<file path="config.mk">
export PLATFORM = sky130hd
export DESIGN_NAME = probe_serializer
export DESIGN_NICKNAME = d
export VERILOG_FILES = /design/src/rtl/probe_ser_pkg.sv /design/src/rtl/probe_frame_ctrl.sv /design/src/rtl/probe_word_latch.sv /design/src/rtl/probe_bit_select.sv /design/src/rtl/probe_serializer.sv
export SDC_FILE = /design/constraint.sdc
export NUM_CORES = 1
export LEC_CHECK = 0
export ABC_AREA = 0
export CORE_MARGIN = 10
export CORE_UTILIZATION = 56
export CTS_BUF_LIST = sky130_fd_sc_hd__clkbuf_8
export CTS_CLUSTER_DIAMETER = 80
export CTS_CLUSTER_SIZE = 10
export DETAILED_ROUTE_END_ITERATION = 10
export GPL_ROUTABILITY_DRIVEN = 0
export HOLD_SLACK_MARGIN = 0.08
export MAX_ROUTING_LAYER = met4
export PLACE_DENSITY = 0.87
export SLEW_MARGIN = 30
export SYNTH_ARGS = -nofsm -noshare
export SYNTH_HDL_FRONTEND = slang
export SYNTH_SLANG_ARGS = --single-unit
</file>
<file path="constraint.sdc">
create_clock -name clk -period 4.2 [get_ports clk]
set_input_delay 1.05 -clock clk [delete_from_list [all_inputs] [get_ports clk]]
set_output_delay 1.05 -clock clk [all_outputs]
set_load 0.03 [all_outputs]
</file>
<file path="src/rtl/probe_ser_pkg.sv">
package probe_ser_pkg;

  localparam int unsigned PROBE_WORD_W = 30;
  localparam int unsigned PROBE_SLOTS  = 32;

  typedef enum logic {
    MODE_FREE = 1'b0,
    MODE_SHOT = 1'b1
  } probe_mode_e;

  // true on the final slot of a frame
  function automatic logic slot_is_last(input int unsigned s, input int unsigned slots);
    return s == slots - 1;
  endfunction

  // true while the slot carries a payload bit rather than a gap
  function automatic logic slot_has_bit(input int unsigned s, input int unsigned word_w);
    return s < word_w;
  endfunction

  // slot that follows s inside a frame
  function automatic int unsigned slot_step(input int unsigned s);
    return s + 1;
  endfunction

endpackage

</file>
<file path="src/rtl/probe_frame_ctrl.sv">
module probe_frame_ctrl
  import probe_ser_pkg::*;
#(
  parameter int unsigned SLOTS = PROBE_SLOTS,
  localparam int unsigned CNT_W = $clog2(SLOTS)
) (
  input  logic             clk,
  input  logic             rst,
  input  logic             bit_tick,
  input  probe_mode_e      mode,
  input  logic             word_upd,
  output logic             frame_on,
  output logic [CNT_W-1:0] slot,
  output logic             frame_start,
  output logic             pend
);

  logic want_frame;
  logic at_boundary;
  logic frame_end;

  always_comb begin
    want_frame  = (mode == MODE_FREE) ? 1'b1 : (pend | word_upd);
    at_boundary = !frame_on || slot_is_last(32'(slot), SLOTS);
    frame_start = bit_tick && at_boundary && want_frame;
    frame_end   = bit_tick && frame_on && slot_is_last(32'(slot), SLOTS) && !want_frame;
  end

  always_ff @(posedge clk) begin
    if (rst) begin
      frame_on <= 1'b0;
      slot     <= '0;
    end else if (frame_start) begin
      frame_on <= 1'b1;
      slot     <= '0;
    end else if (frame_end) begin
      frame_on <= 1'b0;
      slot     <= '0;
    end else if (bit_tick && frame_on) begin
      slot <= CNT_W'(slot_step(32'(slot)));
    end
  end

  always_ff @(posedge clk) begin
    if (rst || mode == MODE_FREE || frame_start) begin
      pend <= 1'b0;
    end else if (word_upd) begin
      pend <= 1'b1;
    end
  end

endmodule

</file>
<file path="src/rtl/probe_word_latch.sv">
module probe_word_latch
  import probe_ser_pkg::*;
#(
  parameter int unsigned WORD_W = PROBE_WORD_W
) (
  input  logic              clk,
  input  logic              rst,
  input  logic              capture,
  input  logic [WORD_W-1:0] word_in,
  output logic [WORD_W-1:0] shadow
);

  always_ff @(posedge clk) begin
    if (rst) begin
      shadow <= '0;
    end else if (capture) begin
      shadow <= word_in;
    end
  end

endmodule

</file>
<file path="src/rtl/probe_bit_select.sv">
module probe_bit_select
  import probe_ser_pkg::*;
#(
  parameter int unsigned WORD_W = PROBE_WORD_W,
  parameter int unsigned SLOTS  = PROBE_SLOTS,
  localparam int unsigned CNT_W = $clog2(SLOTS)
) (
  input  logic              frame_on,
  input  logic [CNT_W-1:0]  slot,
  input  logic [WORD_W-1:0] shadow,
  output logic              data_o,
  output logic              mark_o
);

  logic payload_slot;

  always_comb begin
    payload_slot = slot_has_bit(32'(slot), WORD_W);
    data_o = frame_on && payload_slot && shadow[slot];
    mark_o = frame_on && (slot == '0);
  end

endmodule

</file>
<file path="src/rtl/probe_serializer.sv">
module probe_serializer
  import probe_ser_pkg::*;
#(
  parameter int unsigned WORD_W = PROBE_WORD_W,
  parameter int unsigned SLOTS  = PROBE_SLOTS,
  localparam int unsigned CNT_W = $clog2(SLOTS)
) (
  input  logic              clk,
  input  logic              rst,
  input  logic              bit_tick,
  input  logic              one_shot,
  input  logic [WORD_W-1:0] word_in,
  input  logic              word_upd,
  output logic              probe_data,
  output logic              probe_mark
);

  // named internal events, observed by the bound checker
  logic              frame_on;
  logic [CNT_W-1:0]  slot;
  logic              frame_start;
  logic              pend;
  logic [WORD_W-1:0] shadow;
  probe_mode_e       mode;

  assign mode = one_shot ? MODE_SHOT : MODE_FREE;

  probe_frame_ctrl #(.SLOTS(SLOTS)) u_ctrl (
    .clk         (clk),
    .rst         (rst),
    .bit_tick    (bit_tick),
    .mode        (mode),
    .word_upd    (word_upd),
    .frame_on    (frame_on),
    .slot        (slot),
    .frame_start (frame_start),
    .pend        (pend)
  );

  probe_word_latch #(.WORD_W(WORD_W)) u_latch (
    .clk     (clk),
    .rst     (rst),
    .capture (frame_start),
    .word_in (word_in),
    .shadow  (shadow)
  );

  probe_bit_select #(.WORD_W(WORD_W), .SLOTS(SLOTS)) u_sel (
    .frame_on (frame_on),
    .slot     (slot),
    .shadow   (shadow),
    .data_o   (probe_data),
    .mark_o   (probe_mark)
  );

endmodule

</file>
# Yosys cells after proc, flatten, opt, wreduce, memory -nomap -nowiden
# Cells that the tools add are included.
[totals]
mem_count = 0
ramBits = 0
ff_bits = 37
out_inout_bits = 2
elab_cells = 32
romBits = 0
in_bits = 35
latch_bits = 0
[classes]
bitwise = 2
eq_ne = 1
addsub = 1
n_reduce_logical = 16
muxes = 6
n_lt_le_gt_ge = 2
shifts = 0
multipliers = 0
n_div = 0
[op_table]
columns = ["op", "n"]
rows = [
  ["1-bit logical AND", 8],
  ["5-bit by 6-bit < comparator with 1-bit output (second input constant)", 1],
  ["5-bit by 1-bit adder with 5-bit output (second input constant)", 1],
  ["1-bit binary-select mux with 5-bit select", 1],
  ["5-bit == test (second input constant)", 1],
  ["5-bit zero test", 1],
  ["5-bit < comparator (second input constant)", 1],
  ["1-bit 2-to-1 mux", 5],
  ["1-bit logical OR", 3],
  ["3-bit OR reduction", 1],
  ["1-bit zero test", 2],
  ["2-bit nonzero test", 1],
  ["1-bit NOT", 1],
  ["1-bit OR", 1],
]

# Logic depth before layout (Yosys ltp)
# Gate-level depths: netlist of run 1.
[depth]
depth_word = 6
mapped_depth = 10

# Hierarchy
# From an unflattened synthesis of run 1, not the netlist that was laid out.
[hier_totals]
cells_unflattened = 159
area_unflattened_um2 = 1747.9
[modules_own_cells]
columns = ["module", "seq_area_each_um2", "instances", "area_per_inst_um2", "cells_per_inst"]
rows = [
  ["probe_word_latch", 600.6, 1, 1096.1, 97],
  ["probe_frame_ctrl", 140.1, 1, 339.1, 34],
  ["probe_bit_select", 0.0, 1, 312.8, 28],
]

# Worst setup path after synthesis of run 1
# No wires, ideal clock.
[synth_timing]
path_kind = "flip-flop to output port"
start = "register u_ctrl.slot[0]"
end = "output probe_mark"
path_stages_with_launch = 6
t_arrival_ns = 1.645
path_slack_ns = 1.505
cell_sequence = "dfxtp_1 > buf_2 > inv_1 > ha_1 > nand2_1 > nor4_1"
[synth_between]
elab_chain_cells = 2
[synth_rtl]
columns = ["item", "line_no", "text"]
rows = [
  ["start, declared", "probe_frame_ctrl.sv:13", "output logic [CNT_W-1:0] slot,"],
  ["start signal, assigned", "probe_frame_ctrl.sv:40", "slot <= CNT_W'(slot_step(32'(slot)));"],
  ["5-bit zero test", "probe_bit_select.sv:20", "mark_o = frame_on && (slot == '0);"],
  ["1-bit logical AND", "probe_bit_select.sv:20", ""],
  ["end, declared", "probe_serializer.sv:15", "output logic probe_mark"],
]
# Every way passes these cells.

# Worst setup path after layout of run 1
[layout_timing]
start = "register u_ctrl.slot[2]"
end = "output probe_data"
[layout_between]
elab_chain_cells = 3
[layout_rtl]
columns = ["item", "line_no", "text"]
rows = [
  ["1-bit binary-select mux with 5-bit select / 5-bit < comparator (equally long branches)", "probe_bit_select.sv:19, probe_ser_pkg.sv:18", ""],
  ["1-bit 2-to-1 mux (not written as such) / 1-bit logical AND (equally long branches)", "probe_bit_select.sv:19", "data_o = frame_on && payload_slot && shadow[slot];"],
  ["1-bit logical AND (*)", "probe_bit_select.sv:19", ""],
  ["end, declared", "probe_serializer.sv:14", "output logic probe_data,"],
]
# Every way passes the cells marked *; elsewhere a longest branch is shown, timed or not. The select of a mux whose other input is x is not followed.

==> results of run 1 <==
worst min-delay path by stage:
| stage | cells past startpoint | slack [ns] | start | end |
|---|---|---|---|---|
| after CTS | 2 | 0.46 | u_latch.shadow[16] | u_latch.shadow[16] |
| after detailed placement | 2 | 0.45 | u_latch.shadow[11] | u_latch.shadow[11] |
| final | 2 | 0.46 | u_latch.shadow[6] | u_latch.shadow[6] |
| after global routing | 2 | 0.48 | u_latch.shadow[16] | u_latch.shadow[16] |
| after floorplan | 2 | 0.43 | u_latch.shadow[21] | u_latch.shadow[21] |
| after global placement | 2 | 0.44 | u_latch.shadow[19] | u_latch.shadow[19] |
Yosys cell counts (all sizes together), types with 2 or more instances:
| cell type | count |
|---|---|
| clkbuf | 6 |
| nor3 | 3 |
| nor4 | 2 |
| mux2i | 9 |
| mux4 | 4 |
| dfxtp | 37 |
| nor3b | 2 |
| nand3 | 3 |
| inv | 3 |
| o21ai | 3 |
| nand2b | 2 |
| ha | 3 |
| nor2 | 5 |
| buf | 10 |
| a211oi | 2 |
| mux2 | 3 |
| nand2 | 67 |
| nand3b | 2 |
| a21oi | 33 |
per-stage QoR:
| stage | cell area (sq um) | setup slack (ns) |
|---|---|---|
| CTS | 2200 | 0.350 |
| finish | 2200 | 0.346 |
| global route | 2200 | 0.179 |
| floorplan | 1720 | 1.50 |
| detailed placement | 2080 | 0.683 |
| global placement | 2080 | 0.749 |
state kept, by name, indices dropped and copies added, names as in the netlist:
name / flops
u_latch.shadow: 30
u_ctrl.slot: 5
u_ctrl.frame_on: 1
u_ctrl.pend: 1
placed cells by master (no fill, tap or decap), types with 2 or more instances in the layout:
master / count
o21ai_0: 3
a21oi_1: 33
nor2_1: 5
dfxtp_1: 37
mux2_2: 3
buf_4: 3
mux4_1: 2
nor4_1: 2
nor3b_1: 2
nor3_1: 3
inv_1: 4
nand2b_1: 2
mux2i_1: 9
clkdlybuf4s50_1: 36
a211oi_1: 2
ha_1: 3
nand2_1: 67
nand3b_1: 2
nand3_1: 3
mux4_2: 2
clkbuf_8: 6
area by class of cell:
class,count,share of cell area (%)
tap,33,1.88
multi-input combinational,152,41.2
clock inverter,2,1.54
timing repair buffer,39,17.4
inverter,3,0.512
sequential,37,33.7
clock buffer,6,3.76
worst max-delay path: stages (launching register included):
cell,delay (ns)
dfxtp_1,0.85
mux2i_1,0.15
mux4_1,0.52
nand3b_1,0.09
and4_1,0.21
clkdlybuf4s50_1,0.68
cells by family after synthesis:
logic type / after synthesis / synth area share, %
AO/OA/AOI/OAI: 45 / 15.0
adder cells (fa/ha/maj): 3 / 2.18
buffers and inverters: 19 / 5.51
flip-flops: 37 / 43.0
multiplexers: 16 / 12.8
AND/OR/NAND/NOR: 88 / 21.5
power breakdown:
| part | switching, mW | total, mW | internal, mW |
|---|---|---|---|
| logic | 0.0492 | 0.105 | 0.0562 |
| registers | 0.0138 | 0.384 | 0.370 |
| clock network | 0.119 | 0.310 | 0.191 |
| total | 0.182 | 0.800 | 0.618 |
layer usage:
layer,track usage [%],wire [um],vias to the layer above
met5,-,0,-
met4,7.84,73,0
met3,4.56,199,7
met2,26.3,2150,34
met1,16.8,1700,692
li1,-,-,776
==> results by group, run 1 <==
Run status
  • Status: finished, final reports clean

Synth
  • Synth unique cells: 31
  • Top cell type's share of synthesized area: 43.0%
  • Post-synthesis sequential area ratio: 43.0%
  • Syn Nets: 246
  • Post-synth EDFFs: 0
  • Cell Area, Synth: 1720 sq um
  • Asr flop ratio synth: 0%
  • Register bit total from synthesis: 37
  • Syn Inst Count: 208
  • Synth Area per Inst: 8.29 sq um
  • Synth area leaders: dfxtp_1 43%, nand2_1 15%, a21oi_1 9.6%
  • Synth warnings: 0
  • Dominant cell type by area after synthesis: dfxtp_1
  • Synth Flop Type: dfxtp_1

Job
  • Max cap viols: 0

Floorplanning
  • Die ar.: 5700 sq um
  • Initial Util: 57.4%
  • I/O pin count: 37
  • Die width: 75.5 um
  • Core area: 3000 sq um
  • Row cnt: 20
  • Die Y: 75.5 um

STA
  • Hold_ws: 0.465 ns
  • Slew Viols, Final: 0
  • Clk_skew: 0.00615 ns
  • Final hold vios: 0
  • Fin crit share: 91.8%
  • TNS Setup: 0 ns
  • RSZ-0062 raised after global routing: false
  • Min Tclk post-route: 3.85 ns
  • Finish-stage setup viols: 0
  • F_max: 259 MHz
  • Measured slew at the worst slew-check pin: 0.812 ns
  • Slew HR: 45.8%

Final layout
  • # fillers: 222
  • Layout area overhead: 27.5%
  • FF+latch area: 741 sq um
  • # diodes: 0
  • Non-Filler Instances: 272
  • Final core occ: 73.2%
  • Area of the multi-input gates: 906 sq um
  • Nets: 276
  • Fraction of layout cells with a size suffix above 1: 7.11%

CTS
  • Clock transition at path regs: 0.07 ns
  • CTS buffer count: 5
  • Resize count post-CTS: 0
  • Clock Sinks: 37
  • CTS tree: built
  • Post-CTS setup buffers: 0
  • Worst-skew pair later-pin latency: 0.29 ns
  • Maximum root-to-sink buffer count: 2
  • Hold-fix buffers, CTS: 0
  • CTS H-tree depth: 2
  • Clock root buffer: clkbuf_8

Power
  • Peak VDD IR: 239 uV
  • P_leak: 0.789 nW
  • Power after layout: 0.800 mW
  • Power Density: 364 nW/um^2

Global route
  • Initial antenna violation count: 0
  • First-pass GRT wire length: 6.78 mm
  • GRT overflow: 0
  • Vias in the first global route: 1552
  • Pin count of the biggest net entering global routing: 38
  • All-layer global routing usage: 15.8%

Setup path
  • Critical R2R Capture: u_latch.shadow[11]
  • FF-to-FF path depth: 7
  • Worst-path fanout max: 19
  • Setup crit end: probe_data
  • CP Launch Point: u_ctrl.slot[2]
  • Worst Path Class, Setup: reg -> out
  • Critical Path Source Type: flip-flop
  • Arr. time, crit path: 2.80 ns
  • CP required: 3.15 ns
  • R2R Path Start: u_ctrl.slot[2]
  • Reg2reg setup slack: 1.36 ns
  • Crit. End Element: output port

Detailed routing
  • DRC: 0
  • Antenna-violating nets left: 0
  • TritonRoute pass-1 iters: 4
  • Vias per cell: 5.55
  • Vias: 1509
  • Post-detailed-route wirelength per cell: 15.2 um
  • Drt total wl: 4.12 mm
  • Initial DRC Count: 85

Place
  • Post-DP HPWL: 2.80 mm
  • PortBufs: 36
  • Dpl cells: 264

Worst hold path
  • Worst Hold Class: reg -> reg
No activity file was read; power rests on OpenSTA's default activity.
==> inputs of run 2 (changes only) <==
- CORE_UTILIZATION: 56 -> 43
- PLACE_DENSITY: 0.87 -> 0.69
==> run 2 against run 1 <==
- via count down 0.73%
- clock power down 7.7%
- register-to-register slack better by 0.09 ns
- global-route usage down 4.5 points
- power down 3.3%
- non-clock buffer count unchanged
- setup slack better by 0.026 ns
- sequential power about the same
- fmax up 0.67%
- clock-buffer cell count down 1
- largest power group unchanged
==> results by group, run 2 (same netlist as run 1, synthesis figures left out) <==
Setup path
  • CP max stage cell: dfxtp_1 (unchanged)
  • Crit. End Element: output port (unchanged)
  • Delay-heaviest family, CP: flip-flops (unchanged)
  • Worst-path fanout max: 19 (unchanged)
  • Critical Path Source Type: flip-flop (unchanged)
  • Arr. time, crit path: 2.78 ns (was 2.80 ns)
  • Worst Path Class, Setup: reg -> out (unchanged)
  • CP required: 3.15 ns (about the same)
  • Max incr delay on CP: 0.83 ns (was 0.85 ns)
  • Crit-path cells: mux2i_1, mux4_1, nand3b_1, and4_1, clkdlybuf4s50_1 (unchanged)
  • Worst path bufs/invs: 1 (unchanged)

STA
  • RSZ-0062 raised after global routing: false (unchanged)
  • Slew Viols, Final: 0 (unchanged)
  • Final worst slack: 0.371 ns (was 0.346 ns)
  • Clk_skew: 0.00647 ns (was 0.00615 ns)
  • Slew HR: 47.3% (was 45.8%)
  • Min Tclk post-route: 3.83 ns (was 3.85 ns)
  • F_max: 261 MHz (was 259 MHz)
  • TNS Setup: 0 ns (unchanged)
  • Final hold vios: 0 (unchanged)
  • Measured slew at the worst slew-check pin: 0.790 ns (was 0.812 ns)
  • Fin crit share: 91.2% (was 91.8%)
  • Finish-stage setup viols: 0 (unchanged)

Detailed routing
  • Vias per cell: 5.24 (was 5.55)
  • Drt total wl: 3.89 mm (was 4.12 mm)
  • TritonRoute pass-1 iters: 4 (unchanged)
  • Post-detailed-route wirelength per cell: 13.6 um (was 15.2 um)
  • Antenna-violating nets left: 0 (unchanged)
  • Vias: 1498 (was 1509)
  • DRC: 0 (unchanged)
  • Initial DRC Count: 98 (was 85)

Power
  • P_leak: 0.781 nW (was 0.789 nW)
  • Power Density: 351 nW/um^2 (was 364 nW/um^2)
  • Peak VDD IR: 199 uV (was 239 uV)
  • Power after layout: 0.774 mW (was 0.800 mW)

Final layout
  • Area of the multi-input gates: 906 sq um (unchanged)
  • Largest Register: u_latch.shadow (unchanged)
  • Fraction of layout cells with a size suffix above 1: 7.14% (was 7.11%)
  • Largest register FFs: 30 (unchanged)
  • # fillers: 359 (was 222)
  • Layout area overhead: 27.9% (was 27.5%)
  • Most common cell after layout, fill and taps aside: nand2_1 (unchanged)
  • Nets: 276 (unchanged)
  • Commonest non-fill, non-tap cells in the layout: 67 x nand2_1, 37 x dfxtp_1, 36 x clkdlybuf4s50_1, 33 x a21oi_1, 9 x mux2i_1 (unchanged)
  • # diodes: 0 (unchanged)
  • Biggest regs: u_latch.shadow x30, u_ctrl.slot x5 (unchanged)
  • FF+latch area: 741 sq um (unchanged)

CTS
  • Clock root buffer: clkbuf_8 (unchanged)
  • CTS buffer count: 5 (unchanged)
  • Hold-fix buffers, CTS: 0 (unchanged)
  • Clock Sinks: 37 (unchanged)
  • CTS H-tree depth: 2 (unchanged)
  • CTS tree: built (unchanged)
  • Clock transition at path regs: 0.07 ns (about the same)
  • Worst-skew pair later-pin latency: 0.28 ns (was 0.29 ns)
  • Post-CTS setup buffers: 0 (unchanged)
  • Maximum root-to-sink buffer count: 2 (unchanged)
  • Resize count post-CTS: 0 (unchanged)

Place
  • Post-DP HPWL: 2.87 mm (was 2.80 mm)
  • DP Worst Slack: 0.668 ns (was 0.683 ns)
  • PortBufs: 36 (unchanged)

Job
  • Max cap viols: 0 (unchanged)

Floorplanning
  • I/O pin count: 37 (unchanged)
  • Die ar.: 6940 sq um (was 5700 sq um)
  • Die Y: 83.3 um (was 75.5 um)
  • Die width: 83.3 um (was 75.5 um)
  • Row cnt: 22 (was 20)
  • Initial Util: 45.7% (was 57.4%)
  • Core area: 3770 sq um (was 3000 sq um)

Global route
  • Pin count of the biggest net entering global routing: 32 (was 38)
  • Initial antenna violation count: 0 (unchanged)
  • All-layer global routing usage: 11.2% (was 15.8%)
  • First-pass GRT wire length: 6.51 mm (was 6.78 mm)
  • GRT overflow: 0 (unchanged)
  • Vias in the first global route: 1464 (was 1552)

Run status
  • Status: finished, final reports clean (unchanged)

Worst hold path
  • Worst Hold Class: reg -> reg (unchanged)
==> run 2: cell types whose count changed in the layout (fill, tap and decap cells not counted) <==
cell,before,now
clkinv_2,0,1
clkbuf_8,6,5
inv_1,4,3
==> run 2: power breakdown <==
group          switching [mW]  internal, mW
logic                  0.0480        0.0560
registers              0.0131         0.370
clock network           0.114         0.172
total                   0.175         0.599
==> run 2: layer usage <==
metal | up-vias | part of all wire, % | wire length, um | track usage (%)
li1 | 772 | - | - | -
met1 | 673 | 45 | 1750 | 12.6
met2 | 45 | 49 | 1910 | 18.3
met3 | 8 | 4.5 | 174 | 2.83
met4 | 0 | 1.6 | 64 | 5.38
met5 | - | 0 | 0 | -
==> run 2: final cells by class <==
class / count / area share, %
Multi-Input combinational cell: 152 / 41.1
Sequential cell: 37 / 33.6
Timing Repair Buffer: 39 / 17.4
Clock buffer: 5 / 3.12
Tap cell: 48 / 2.72
Clock inverter: 2 / 1.59
Inverter: 3 / 0.511
==> run 2: path summary, 6_finish.rpt <==
path / to / slack, ns / depth (start not counted) / start
worst max register to register: u_latch.shadow[17] / 1.45 / 7 / u_ctrl.slot[2]
worst min-delay path: u_latch.shadow[3] / 0.46 / 2 / u_latch.shadow[3]
worst max-delay path: probe_data / 0.37 / 5 / u_ctrl.slot[2]
worst min register to register: u_latch.shadow[3] / 0.46 / 2 / u_latch.shadow[3]
==> run 2: metrics by stage <==
stage / instance area (sq um) / instances / util (%) / hold slack (ns)
5_1_grt: 2200 / 286 / 58.5 / 0.479
4_1_cts: 2200 / 286 / 58.5 / 0.459
3_5_place_dp: 2100 / 279 / 55.7 / 0.449
2_1_floorplan: 1720 / 208 / - / 0.432
6_report: 2200 / 286 / 58.5 / 0.457
3_3_place_gp: 2100 / 279 / 55.7 / 0.444
==> run 2: worst register-to-register path, cell delays in order (launching register included) <==
cell and delay, ns:
dfxtp_1 0.83, and3_1 0.27, ha_1 0.29, nand2b_1 0.23, o311a_1 0.50, buf_4 0.33
nand2_1 0.10, a21oi_1 0.13
